==> config.mk <==
export PLATFORM = sky130hd
export DESIGN_NAME = rx_bitfifo_xparent
export DESIGN_NICKNAME = d
export VERILOG_FILES = /design/src/rtl/rxf_pkg.sv /design/src/rtl/rxf_frame_ctrl.sv /design/src/rtl/rxf_bit_store.sv /design/src/rtl/rxf_xpar_out.sv /design/src/rtl/rx_bitfifo_xparent.sv
export SDC_FILE = /design/constraint.sdc
export NUM_CORES = 1
export LEC_CHECK = 0
export BUFFER_PORTS_ARGS = -buffer_cell sky130_fd_sc_hd__buf_2
export CORE_MARGIN = 2
export CORE_UTILIZATION = 63
export DETAILED_ROUTE_END_ITERATION = 6
export PLACE_DENSITY_LB_ADDON = 0.12
export SLEW_MARGIN = 20
export SYNTH_ARGS = -nofsm -noshare
export SYNTH_HDL_FRONTEND = slang
export SYNTH_HIERARCHICAL = 1
export SYNTH_SLANG_ARGS = --single-unit
==> constraint.sdc <==
create_clock -name clk -period 11.6 [get_ports clk]
set_input_delay 2.32 -clock clk [delete_from_list [all_inputs] [get_ports clk]]
set_output_delay 2.32 -clock clk [all_outputs]
set_load 0.01 [all_outputs]
==> src/rtl/rxf_pkg.sv <==
// Shared parameters and types for the receive payload FIFO block.
package rxf_pkg;
    localparam int unsigned RXF_DEPTH = 32;
    localparam int unsigned RXF_PINS  = 2;

    // Strobe sequencer states, advanced only on the bit tick.
    typedef enum logic [1:0] {
        XS_IDLE = 2'd0,
        XS_WAIT = 2'd1,
        XS_HIGH = 2'd2
    } xs_state_t;
endpackage

==> src/rtl/rxf_frame_ctrl.sv <==
// Frame gate and lock control.
// Tracks whether a frame is open, holds the end-of-message lock and
// combines the clear sources. Assumes all event inputs are one-cycle pulses.
module rxf_frame_ctrl (
    input  logic clk,
    input  logic rst_n,
    input  logic bit_valid,
    input  logic frame_sync,
    input  logic eom,
    input  logic cycle_start,
    input  logic cfg_init_cycle,
    input  logic cfg_init_frame,
    input  logic cfg_lock_eom,
    input  logic host_clear,
    output logic clear_any,
    output logic accept,
    output logic locked
);
    logic in_frame_q;
    logic locked_q;

    // Any enabled clear source empties the store and releases the lock.
    always_comb begin
        clear_any = host_clear
                  | (cycle_start & cfg_init_cycle)
                  | (frame_sync & cfg_init_frame);
    end

    // A bit passes only inside an open, unlocked frame with no clear.
    always_comb begin
        accept = bit_valid & in_frame_q & ~locked_q & ~clear_any;
    end

    // Frame window: opened by sync, closed by end of message or new cycle.
    always_ff @(posedge clk) begin
        if (!rst_n) begin
            in_frame_q <= 1'b0;
        end else if (frame_sync) begin
            in_frame_q <= 1'b1;
        end else if (eom || cycle_start) begin
            in_frame_q <= 1'b0;
        end
    end

    // Lock register: clears take priority over the end-of-message set.
    always_ff @(posedge clk) begin
        if (!rst_n) begin
            locked_q <= 1'b0;
        end else if (clear_any) begin
            locked_q <= 1'b0;
        end else if (eom && cfg_lock_eom) begin
            locked_q <= 1'b1;
        end
    end

    assign locked = locked_q;
endmodule

==> src/rtl/rxf_bit_store.sv <==
// Single-bit-wide circular FIFO with a level count and sticky overflow.
// A read and a write may occur in one cycle, even when the store is full.
// A clear empties the store and drops any write in the same cycle.
module rxf_bit_store #(
    parameter int unsigned DEPTH = 32,
    localparam int unsigned PW   = (DEPTH > 1) ? $clog2(DEPTH) : 1,
    localparam int unsigned LW   = $clog2(DEPTH + 1)
) (
    input  logic          clk,
    input  logic          rst_n,
    input  logic          clear,
    input  logic          wr_en,
    input  logic          wr_bit,
    input  logic          rd_req,
    output logic          rd_bit,
    output logic [LW-1:0] level,
    output logic          empty,
    output logic          full,
    output logic          overflow
);
    localparam logic [LW-1:0] LVL_MAX = LW'(DEPTH);
    localparam logic [PW-1:0] PTR_MAX = PW'(DEPTH - 1);

    logic [DEPTH-1:0] mem_q;
    logic [PW-1:0]    wr_ptr_q;
    logic [PW-1:0]    rd_ptr_q;
    logic [LW-1:0]    count_q;
    logic             ovf_q;
    logic             do_rd;
    logic             do_wr;
    logic             drop;

    // Work out which of read, write and drop happen this cycle.
    always_comb begin
        do_rd = rd_req & (count_q != '0) & ~clear;
        do_wr = wr_en & ~clear & ((count_q != LVL_MAX) | do_rd);
        drop  = wr_en & ~clear & (count_q == LVL_MAX) & ~do_rd;
    end

    // One storage flop per slot, loaded when the write pointer selects it.
    for (genvar i = 0; i < DEPTH; i++) begin : g_slot
        always_ff @(posedge clk) begin
            if (!rst_n) begin
                mem_q[i] <= 1'b0;
            end else if (do_wr && (wr_ptr_q == PW'(i))) begin
                mem_q[i] <= wr_bit;
            end
        end
    end

    // Pointer, level and overflow bookkeeping.
    always_ff @(posedge clk) begin
        if (!rst_n || clear) begin
            wr_ptr_q <= '0;
            rd_ptr_q <= '0;
            count_q  <= '0;
            ovf_q    <= 1'b0;
        end else begin
            if (do_wr) begin
                wr_ptr_q <= (wr_ptr_q == PTR_MAX) ? '0 : wr_ptr_q + 1'b1;
            end
            if (do_rd) begin
                rd_ptr_q <= (rd_ptr_q == PTR_MAX) ? '0 : rd_ptr_q + 1'b1;
            end
            if (do_wr && !do_rd) begin
                count_q <= count_q + 1'b1;
            end else if (do_rd && !do_wr) begin
                count_q <= count_q - 1'b1;
            end
            if (drop) begin
                ovf_q <= 1'b1;
            end
        end
    end

    // Status and head-of-queue outputs.
    always_comb begin
        rd_bit   = mem_q[rd_ptr_q];
        level    = count_q;
        empty    = (count_q == '0);
        full     = (count_q == LVL_MAX);
        overflow = ovf_q;
    end
endmodule

==> src/rtl/rxf_xpar_out.sv <==
// Transparent serial output.
// Holds the last accepted bit, routes it to the selected data pin and
// runs a strobe that goes high one tick after the bit and lasts one tick.
// Assumes the load input is already qualified by the enable.
module rxf_xpar_out
    import rxf_pkg::*;
#(
    parameter int unsigned NPINS = RXF_PINS,
    localparam int unsigned SW   = (NPINS > 1) ? $clog2(NPINS) : 1
) (
    input  logic             clk,
    input  logic             rst_n,
    input  logic             tick,
    input  logic             load,
    input  logic             load_bit,
    input  logic             en,
    input  logic [SW-1:0]    sel,
    output logic [NPINS-1:0] pins,
    output logic             strobe
);
    logic      data_q;
    xs_state_t st_q;

    // Data latch: keeps its value until the next accepted bit.
    always_ff @(posedge clk) begin
        if (!rst_n) begin
            data_q <= 1'b0;
        end else if (load) begin
            data_q <= load_bit;
        end
    end

    // Strobe sequencer: a new bit restarts the delay; ticks advance it.
    always_ff @(posedge clk) begin
        if (!rst_n) begin
            st_q <= XS_IDLE;
        end else if (load) begin
            st_q <= XS_WAIT;
        end else if (tick) begin
            unique case (st_q)
                XS_WAIT: st_q <= XS_HIGH;
                XS_HIGH: st_q <= XS_IDLE;
                default: st_q <= XS_IDLE;
            endcase
        end
    end

    // Pin routing: only the selected pin carries data; the others output 0.
    for (genvar p = 0; p < NPINS; p++) begin : g_pin
        assign pins[p] = en & (sel == SW'(p)) & data_q;
    end

    // The strobe is active high, and only in transparent mode.
    always_comb begin
        strobe = en & (st_q == XS_HIGH);
    end
endmodule

==> src/rtl/rx_bitfifo_xparent.sv <==
// Top level: receive payload bit FIFO with transparent serial output.
// Bits enter the FIFO and the serial output only inside an unlocked frame.
// Assumes bit_valid, frame_sync, eom, cycle_start and host_clear are pulses.
module rx_bitfifo_xparent
    import rxf_pkg::*;
#(
    parameter int unsigned DEPTH = RXF_DEPTH,
    localparam int unsigned LW   = $clog2(DEPTH + 1)
) (
    input  logic          clk,
    input  logic          rst_n,
    input  logic          bit_tick,
    input  logic          bit_valid,
    input  logic          bit_data,
    input  logic          frame_sync,
    input  logic          eom,
    input  logic          cycle_start,
    input  logic          cfg_init_cycle,
    input  logic          cfg_init_frame,
    input  logic          cfg_lock_eom,
    input  logic          cfg_xpar_en,
    input  logic          cfg_pin_sel,
    input  logic          host_clear,
    input  logic          rd_en,
    output logic          rd_data,
    output logic [LW-1:0] level,
    output logic          empty,
    output logic          full,
    output logic          overflow,
    output logic          locked,
    output logic          xd_pin_a,
    output logic          xd_pin_b,
    output logic          xd_strobe
);
    logic       clear_any;
    logic       accept;
    logic [1:0] pins;

    rxf_frame_ctrl u_ctrl (
        .clk            (clk),
        .rst_n          (rst_n),
        .bit_valid      (bit_valid),
        .frame_sync     (frame_sync),
        .eom            (eom),
        .cycle_start    (cycle_start),
        .cfg_init_cycle (cfg_init_cycle),
        .cfg_init_frame (cfg_init_frame),
        .cfg_lock_eom   (cfg_lock_eom),
        .host_clear     (host_clear),
        .clear_any      (clear_any),
        .accept         (accept),
        .locked         (locked)
    );

    rxf_bit_store #(.DEPTH(DEPTH)) u_store (
        .clk      (clk),
        .rst_n    (rst_n),
        .clear    (clear_any),
        .wr_en    (accept),
        .wr_bit   (bit_data),
        .rd_req   (rd_en),
        .rd_bit   (rd_data),
        .level    (level),
        .empty    (empty),
        .full     (full),
        .overflow (overflow)
    );

    rxf_xpar_out #(.NPINS(2)) u_xout (
        .clk      (clk),
        .rst_n    (rst_n),
        .tick     (bit_tick),
        .load     (accept & cfg_xpar_en),
        .load_bit (bit_data),
        .en       (cfg_xpar_en),
        .sel      (cfg_pin_sel),
        .pins     (pins),
        .strobe   (xd_strobe)
    );

    assign xd_pin_a = pins[0];
    assign xd_pin_b = pins[1];
endmodule

==> summary.md, run 1 <==
| Metric | Value |
|---|---|
| Syn Std Cell Area | `2970 um^2` |
| 1st-pass router iterations | `4` |
| Number of placed instances, taps included | `370` |
| Largest area contributor in the netlist | `dfxtp_1` |
| Synth Instances | `312` |
| Buffers inserted by post-CTS timing repair | `0` |
| Mean Syn Cell Area | `9.52 um^2` |
| Final antenna diode count | `0` |
| Yosys reg bits | `54` |
| Maximum frequency from static timing analysis | `186 MHz` |
| Core Region | `4440 um^2` |
| Congestion Overflow GR | `0` |
| Primary flip-flop cell chosen by synthesis mapping | `dfxtp_1` |
| CTS buffer count | `5` |
| Skew-Pair Late Insertion Delay | `310 ps` |
| Detail Placement HPWL | `4530 um` |
| Total GRT Usage | `27.0%` |
| Setup repair after global routing missed its margin | `false` |
| Final setup violation count | `0` |
| Routability cong. | `0.833` |
| Post-Syn Nets | `341` |
| Clock Tree Buf Depth | `2` |
| TritonCTS clock tree | `done` |
| Max_slew headroom | `54.2%` |
| Initial core utilization | `66.9%` |
| Largest driver fanout on the critical path | `8` |
| Fraction of the cycle the final worst path needs | `46.4%` |
| Reg-to-Reg Start | `u_store/level[1]$_SDFFE_PP0P_` |
| WS Path Type | `in2reg` |
| Hold bufs inserted after CTS | `0` |
| Hold Startpoint | `u_store/mem_q[2]$_SDFFE_PN0P_` |
| Post-route minimum period | `5390 ps` |
| Number of distinct library cells after synthesis | `47` |
| Hold depth | `2` |
| Hold Crit Class | `reg2reg` |
| Outcome | `complete, no violations` |
| Routed via count divided by cell count | `6.84` |
| Clock Root Buffer | `clkbuf_8` |
| Layout Cell Area excl Fill | `3180 um^2` |
| Number of maximum-capacitance violations | `0` |
| Total number of placement rows | `24` |
| EDFF count, synth | `0` |
| Worst ir drop on vdd | `0.0000780 V` |
| Clock net sink count | `54` |
| Leading post-synthesis cells by cell area | `dfxtp_1 (36%), o311ai_0 (6.5%), o41ai_1 (6.5%), ha_1 (5.5%), mux2i_1 (5.4%)` |
| Synth Warn # | `6` |
| Via count of the first global-routing pass | `2325` |
| Setup crit end kind | `register` |
| Power per cell area | `96.0 nW/um^2` |
| I/O pin count | `29` |
| Maximum number of pins on one net before global-route repair | `54` |
| Post-Route Setup TNS | `0 ps` |
| Sink of the worst hold path | `u_store/mem_q[2]$_SDFFE_PN0P_` |
| Depth of the most critical reg-to-reg path | `9` |
| Register-to-register setup slack | `7890 ps` |
| Number of failing hold endpoints at the final stage | `0` |
| Proportion of synthesized chip area in sequential cells | `36.4%` |
| Remaining antenna violation count | `0` |
| Ratio of cells with drive above 1 in the final layout | `17.0%` |
| P&R area growth vs syn | `6.86%` |
| Nets@finish | `354` |
| Min Hold Slack | `465 ps` |
| Async set-reset flop share out of synthesis | `0%` |
| Die span in x | `72.7 um` |
| Required @ worst endpoint | `11830 ps` |
| Clock edge transition at the registers on the reported setup and hold paths | `90 ps` |
| Startpoint type of the worst setup path | `input port` |
| Fraction of post-synthesis cell area in the top cell type by area | `36.4%` |
| Post-layout instance count excluding filler cells | `376` |
| Chip Height | `72.7 um` |
| WL per Instance | `17.9 um` |
| Data arrival time of the worst path | `5620 ps` |
| Number of buffers inserted by port buffering | `28` |
| Placed Area | `3090 um^2` |
| Number of antenna violations at the first check in global routing | `0` |
| Final core utilization | `71.5%` |
| Area of the die | `5280 um^2` |
| Residual DRC | `0` |
| Global-route wire length before repair | `11100 um` |
| Fill count | `366` |
| Total Routed Length | `6740 um` |
| R2r endpoint | `u_store/level[5]$_SDFFE_PP0P_` |
| Violation count after the first detailed-routing iteration | `186` |
| Cell leakage power | `1.12 nW` |
| Number of H-tree levels | `2` |
| CTS-repair resized insts | `0` |
| Setup clock skew after layout | `3.28 ps` |
| Slew @ Worst Pin | `686 ps` |
| Max Slew Vio Count | `0` |
| Total number of vias | `2571` |
[report_power, final]
| part | switching, W | internal, W |
|---|---|---|
| Clock | 0.0000597 | 0.0000463 |
| Combinational | 0.00000880 | 0.00000400 |
| Sequential | 0.000000344 | 0.000186 |
| Total | 0.0000689 | 0.000236 |
[cell usage in the layout, fill, tap and decap left out, types with 3 or more instances in the layout]
cell type and instances:
o41ai_1 22, nor4_1 10, o21ai_0 7, or4_1 3, o21a_1 3, or4b_2 3, buf_2 28, nand2_1 33
nor3_1 3, nand2b_1 4, a211oi_1 4, dfxtp_1 54, nand3_1 3, nor2_1 14, or3_1 3, inv_1 9
clkbuf_8 6, mux2i_1 16, a21oi_1 14, mux4_2 7, nor2b_1 8, and3_1 4, ha_1 13, o311ai_0 22
[synthesized netlist by cell type, types with 2 or more instances]
library cell	instances
or4b_2	3
and3_1	4
nand3_1	3
nor2_1	14
buf_2	6
a2bb2oi_1	2
o21a_1	3
nand3b_1	2
nand2b_1	4
a211oi_1	4
nand2_1	34
o21ai_0	7
mux2i_1	16
nor3_1	3
a31oi_1	2
nor3b_1	2
ha_1	13
nor4_1	10
o41ai_1	22
a21oi_1	14
and2_1	2
clkbuf_1	14
inv_1	9
or4_1	3
dfxtp_1	54
buf_1	3
and3b_1	2
a31o_2	2
o311ai_0	22
mux4_2	7
nor2b_1	8
or3_1	3
[flip-flops by register name (all words and copies together) (netlist names)]
| signal | cells |
|---|---|
| u_ctrl/in_frame_q | 1 |
| u_ctrl/locked | 1 |
| u_store/level | 6 |
| u_store/mem_q | 32 |
| u_store/overflow | 1 |
| u_store/rd_ptr_q | 5 |
| u_store/wr_ptr_q | 5 |
| u_xout/data_q | 1 |
| u_xout/st_q | 2 |
[kinds of logic after synthesis]
logic type	Yosys count	synth area share (%)
xor gates and xnor gates	1	0.295
DFF	54	36.4
buffers and inverters	33	4.42
adders and majority gates	14	6.15
and+or+nand+nor	103	19.2
muxes	23	10.7
AOI/OAI and AO/OA	84	22.8
[cell type report]
type / instances / area, um^2 / area share [%]
timing repair buffer: 29 / 148 / 4.65
clock buffer: 6 / 82.6 / 2.60
multi-input combinational: 225 / 1760 / 55.5
inverter: 10 / 37.5 / 1.18
sequential: 54 / 1080 / 34.0
tap: 52 / 65.1 / 2.05
[worst max-delay path by stage]
stage / endpoint / slack, ps / from / cells past startpoint
finish: u_store/level[5]$_SDFFE_PP0P_ / 6210 / cfg_init_frame / 13
global route: u_store/level[5]$_SDFFE_PP0P_ / 6000 / cfg_init_frame / 13
CTS: u_store/level[5]$_SDFFE_PP0P_ / 6230 / cfg_init_frame / 13
detailed placement: u_store/level[5]$_SDFFE_PP0P_ / 5910 / cfg_init_frame / 13
global placement: u_store/level[5]$_SDFFE_PP0P_ / 5990 / cfg_init_frame / 13
floorplan: u_store/level[5]$_SDFFE_PP0P_ / 6300 / cfg_init_frame / 12
[critical path, cell delays in order]
cell	delay, ps
buf_2	100
a221o_1	440
nor3_2	250
nor2b_1	280
o41ai_4	170
inv_2	130
ha_1	270
inv_1	140
ha_1	350
o21ai_0	130
or4b_2	650
a31o_2	250
a21oi_1	130
[layer usage]
layer	global-route usage [%]	wire length (um)	vias to the layer above
met5	0	0	-
met4	8.02	102	0
met1	34.6	3070	1245
li1	-	-	1248
met2	45.7	3270	70
met3	5.80	291	8
[metrics by stage]
stage	worst slack (ps)	total power [W]
after floorplan	6300	0.000198
after global placement	5990	0.000203
after detailed placement	5910	0.000203
after CTS	6230	0.000306
after global routing	6000	0.000315
final	6210	0.000305
No activity file was read; power rests on OpenSTA's default activity.
==> run 2: changes to the inputs <==
--- a/config.mk
+++ b/config.mk
@@ -7,7 +7,7 @@
 export LEC_CHECK = 0
 export BUFFER_PORTS_ARGS = -buffer_cell sky130_fd_sc_hd__buf_2
 export CORE_MARGIN = 2
-export CORE_UTILIZATION = 63
+export CORE_UTILIZATION = 53
 export DETAILED_ROUTE_END_ITERATION = 6
 export PLACE_DENSITY_LB_ADDON = 0.12
 export SLEW_MARGIN = 20
==> constraint.sdc (replaced) <==
create_clock -name clk -period 4.5 [get_ports clk]
set_input_delay 0.9 -clock clk [delete_from_list [all_inputs] [get_ports clk]]
set_output_delay 0.9 -clock clk [all_outputs]
set_load 0.01 [all_outputs]
==> run 2 against run 1 <==
Net effect:
- global-route usage decreased by 3.6 points
- register-to-register slack got worse by 7100 ps
- first-iteration DRC count decreased by 25%
- non-clock buffer count increased by 1
- count of clock-buffer cells in the layout increased by 1
- hold slack got worse by 4.5 ps
- via count decreased by 2.9%
- cell area increased by 1.2%
- critical path depth unchanged
- sequential share of layout area decreased by 0.41 points
- critical path type unchanged
- largest cell class unchanged
- largest power group unchanged
- highest routed layer unchanged
==> summary.md, run 2 (synthesis results as in run 1) <==
| Metric | Value |
|---|---|
| Fraction of the cycle the final worst path needs | `88.8%` |
| 1st-pass router iterations | `4` |
| Hold depth | `2` |
| Reg-to-Reg Start | `u_store/level[1]$_SDFFE_PP0P_` |
| Setup crit end kind | `register` |
| P&R area growth vs syn | `8.17%` |
| WS Path Type | `in2reg` |
| Startpoint type of the worst setup path | `input port` |
| Routability cong. | `0.858` |
| Depth of the most critical reg-to-reg path | `9` |
| Register-to-register setup slack | `770 ps` |
| Number of flip-flops in the largest register | `32` |
| Detail Placement HPWL | `4480 um` |
| Hold Crit Class | `reg2reg` |
| Maximum number of pins on one net before global-route repair | `54` |
| Number of maximum-capacitance violations | `0` |
| Max_slew headroom | `51.6%` |
| TritonCTS clock tree | `done` |
| Number of failing hold endpoints at the final stage | `0` |
| Core Region | `5470 um^2` |
| Cells along the critical path | `buf_2 -> a221o_1 -> nor3_2 -> nor2b_1 -> o41ai_4 -> inv_2 -> ha_1 -> inv_1 -> ha_1 -> nor2b_1 -> or4b_2 -> a31o_2 -> a21oi_1` |
| Outcome | `complete, no violations` |
| Final antenna diode count | `0` |
| Power per cell area | `247 nW/um^2` |
| Residual DRC | `0` |
| Remaining antenna violation count | `0` |
| Global-route wire length before repair | `11600 um` |
| Data arrival time of the worst path | `4240 ps` |
| Final setup violation count | `0` |
| Overall power consumption | `0.000795 W` |
| Chip Height | `78.9 um` |
| Cell leakage power | `1.13 nW` |
| Setup clock skew after layout | `6.65 ps` |
| Post-Route Setup TNS | `0 ps` |
| Routed via count divided by cell count | `6.26` |
| Fill count | `512` |
| Buffering stage count on the worst path with inverters included | `3` |
| CTS-repair resized insts | `0` |
| Setup repair after global routing missed its margin | `false` |
| Slew @ Worst Pin | `725 ps` |
| Worst path top cell family by delay | `simple AND/OR/NAND/NOR gates` |
| Number of buffers inserted by port buffering | `28` |
| Via count of the first global-routing pass | `2330` |
| Total number of placement rows | `27` |
| R2r endpoint | `u_store/level[5]$_SDFFE_PP0P_` |
| Congestion Overflow GR | `0` |
| Depth of the critical timing path with buffers and inverters included | `13` |
| Startpoint of the worst setup timing path | `cfg_init_frame` |
| Most flop-heavy register | `u_store/mem_q` |
| Ratio of cells with drive above 1 in the final layout | `17.1%` |
| Slowest cell on crit path | `or4b_2` |
| Most common library cell in the layout ignoring fill and taps | `dfxtp_1` |
| CTS buffer count | `5` |
| WL per Instance | `16.6 um` |
| Die span in x | `78.9 um` |
| CP endpoint | `u_store/level[5]$_SDFFE_PP0P_` |
| Maximum frequency from static timing analysis | `250 MHz` |
| Number of antenna violations at the first check in global routing | `0` |
| Required @ worst endpoint | `4740 ps` |
| Clock Tree Buf Depth | `2` |
| Skew-Pair Late Insertion Delay | `310 ps` |
| Min Hold Slack | `460 ps` |
| I/O pin count | `29` |
| Nets@finish | `355` |
| Clock Root Buffer | `clkbuf_8` |
| Initial core utilization | `54.3%` |
| Footprint of the multi-input gates | `1760 um^2` |
| Total number of vias | `2497` |
| Total GRT Usage | `23.4%` |
| Violation count after the first detailed-routing iteration | `140` |
| Clock edge transition at the registers on the reported setup and hold paths | `90 ps` |
| Largest driver fanout on the critical path | `8` |
| Number of H-tree levels | `2` |
| Max Slew Vio Count | `0` |
| Storage element area | `1080 um^2` |
| Max incr delay on CP | `610 ps` |
| Hold bufs inserted after CTS | `0` |
| Clock net sink count | `54` |
| Top library cells by usage in the layout, fill and taps aside | `dfxtp_1 (54), nand2_1 (34), buf_2 (28)` |
| Worst slack after detailed placement | `157 ps` |
| Area of the die | `6220 um^2` |
| Buffers inserted by post-CTS timing repair | `0` |
| Worst ir drop on vdd | `0.000152 V` |
| Post-route minimum period | `4000 ps` |
| Total Routed Length | `6630 um` |
| Smallest setup slack after layout | `504 ps` |
run 2: cell count changes in the layout (fill, tap and decap cells not counted), sizes merged:
cell	change
clkinv	+1
clkbuf	+1
buf	+1
run 2: layout make-up:
type,instances,area share [%]
multi-input cells,225,54.7
well taps,72,2.80
flip-flops and latches,54,33.6
clock buffers,7,2.69
clock inverters,1,0.156
repair buffers,30,4.83
inverters,10,1.17
run 2: how the worst min path moves through the flow:
| stage | from | to | slack, ps |
|---|---|---|---|
| 3_3_place_gp | u_store/mem_q[17]$_SDFFE_PN0P_ | u_store/mem_q[17]$_SDFFE_PN0P_ | 440 |
| 4_1_cts | u_store/mem_q[18]$_SDFFE_PN0P_ | u_store/mem_q[18]$_SDFFE_PN0P_ | 460 |
| 6_report | u_store/mem_q[18]$_SDFFE_PN0P_ | u_store/mem_q[18]$_SDFFE_PN0P_ | 460 |
| 5_1_grt | u_store/mem_q[16]$_SDFFE_PN0P_ | u_store/mem_q[16]$_SDFFE_PN0P_ | 480 |
| 2_1_floorplan | u_store/mem_q[18]$_SDFFE_PN0P_ | u_store/mem_q[18]$_SDFFE_PN0P_ | 430 |
| 3_5_place_dp | u_store/mem_q[16]$_SDFFE_PN0P_ | u_store/mem_q[16]$_SDFFE_PN0P_ | 450 |
run 2: routing by layer:
metal	wire length [um]	part of all wire (%)	vias up	track usage [%]
li1	-	-	1254	-
met1	3010	45	1177	31.6
met2	3260	49	56	38.7
met3	273	4.1	10	3.86
met4	84	1.3	0	6.90
met5	0	0	-	0
run 2: tightest hold or removal path, stage by stage (launching register included):
cell     delay [ps]
dfxtp_1         320
nand2_1          50
mux2i_1          50
run 2: metrics by stage:
| step | cell area (um^2) | utilization [%] | instances |
|---|---|---|---|
| CTS | 3210 | 58.7 | 399 |
| global route | 3210 | 58.7 | 399 |
| finish | 3210 | 58.7 | 399 |
| floorplan | 2970 | - | 312 |
| detailed placement | 3120 | 57.1 | 391 |
| global placement | 3120 | 57.1 | 391 |
run 2: where the power goes:
group | switching, W | leakage, nW | total (W) | internal [W]
Sequential | 0.000000936 | 0.435 | 0.000480 | 0.000479
Clock | 0.000158 | 0.0482 | 0.000283 | 0.000125
Combinational | 0.0000223 | 0.642 | 0.0000331 | 0.0000108
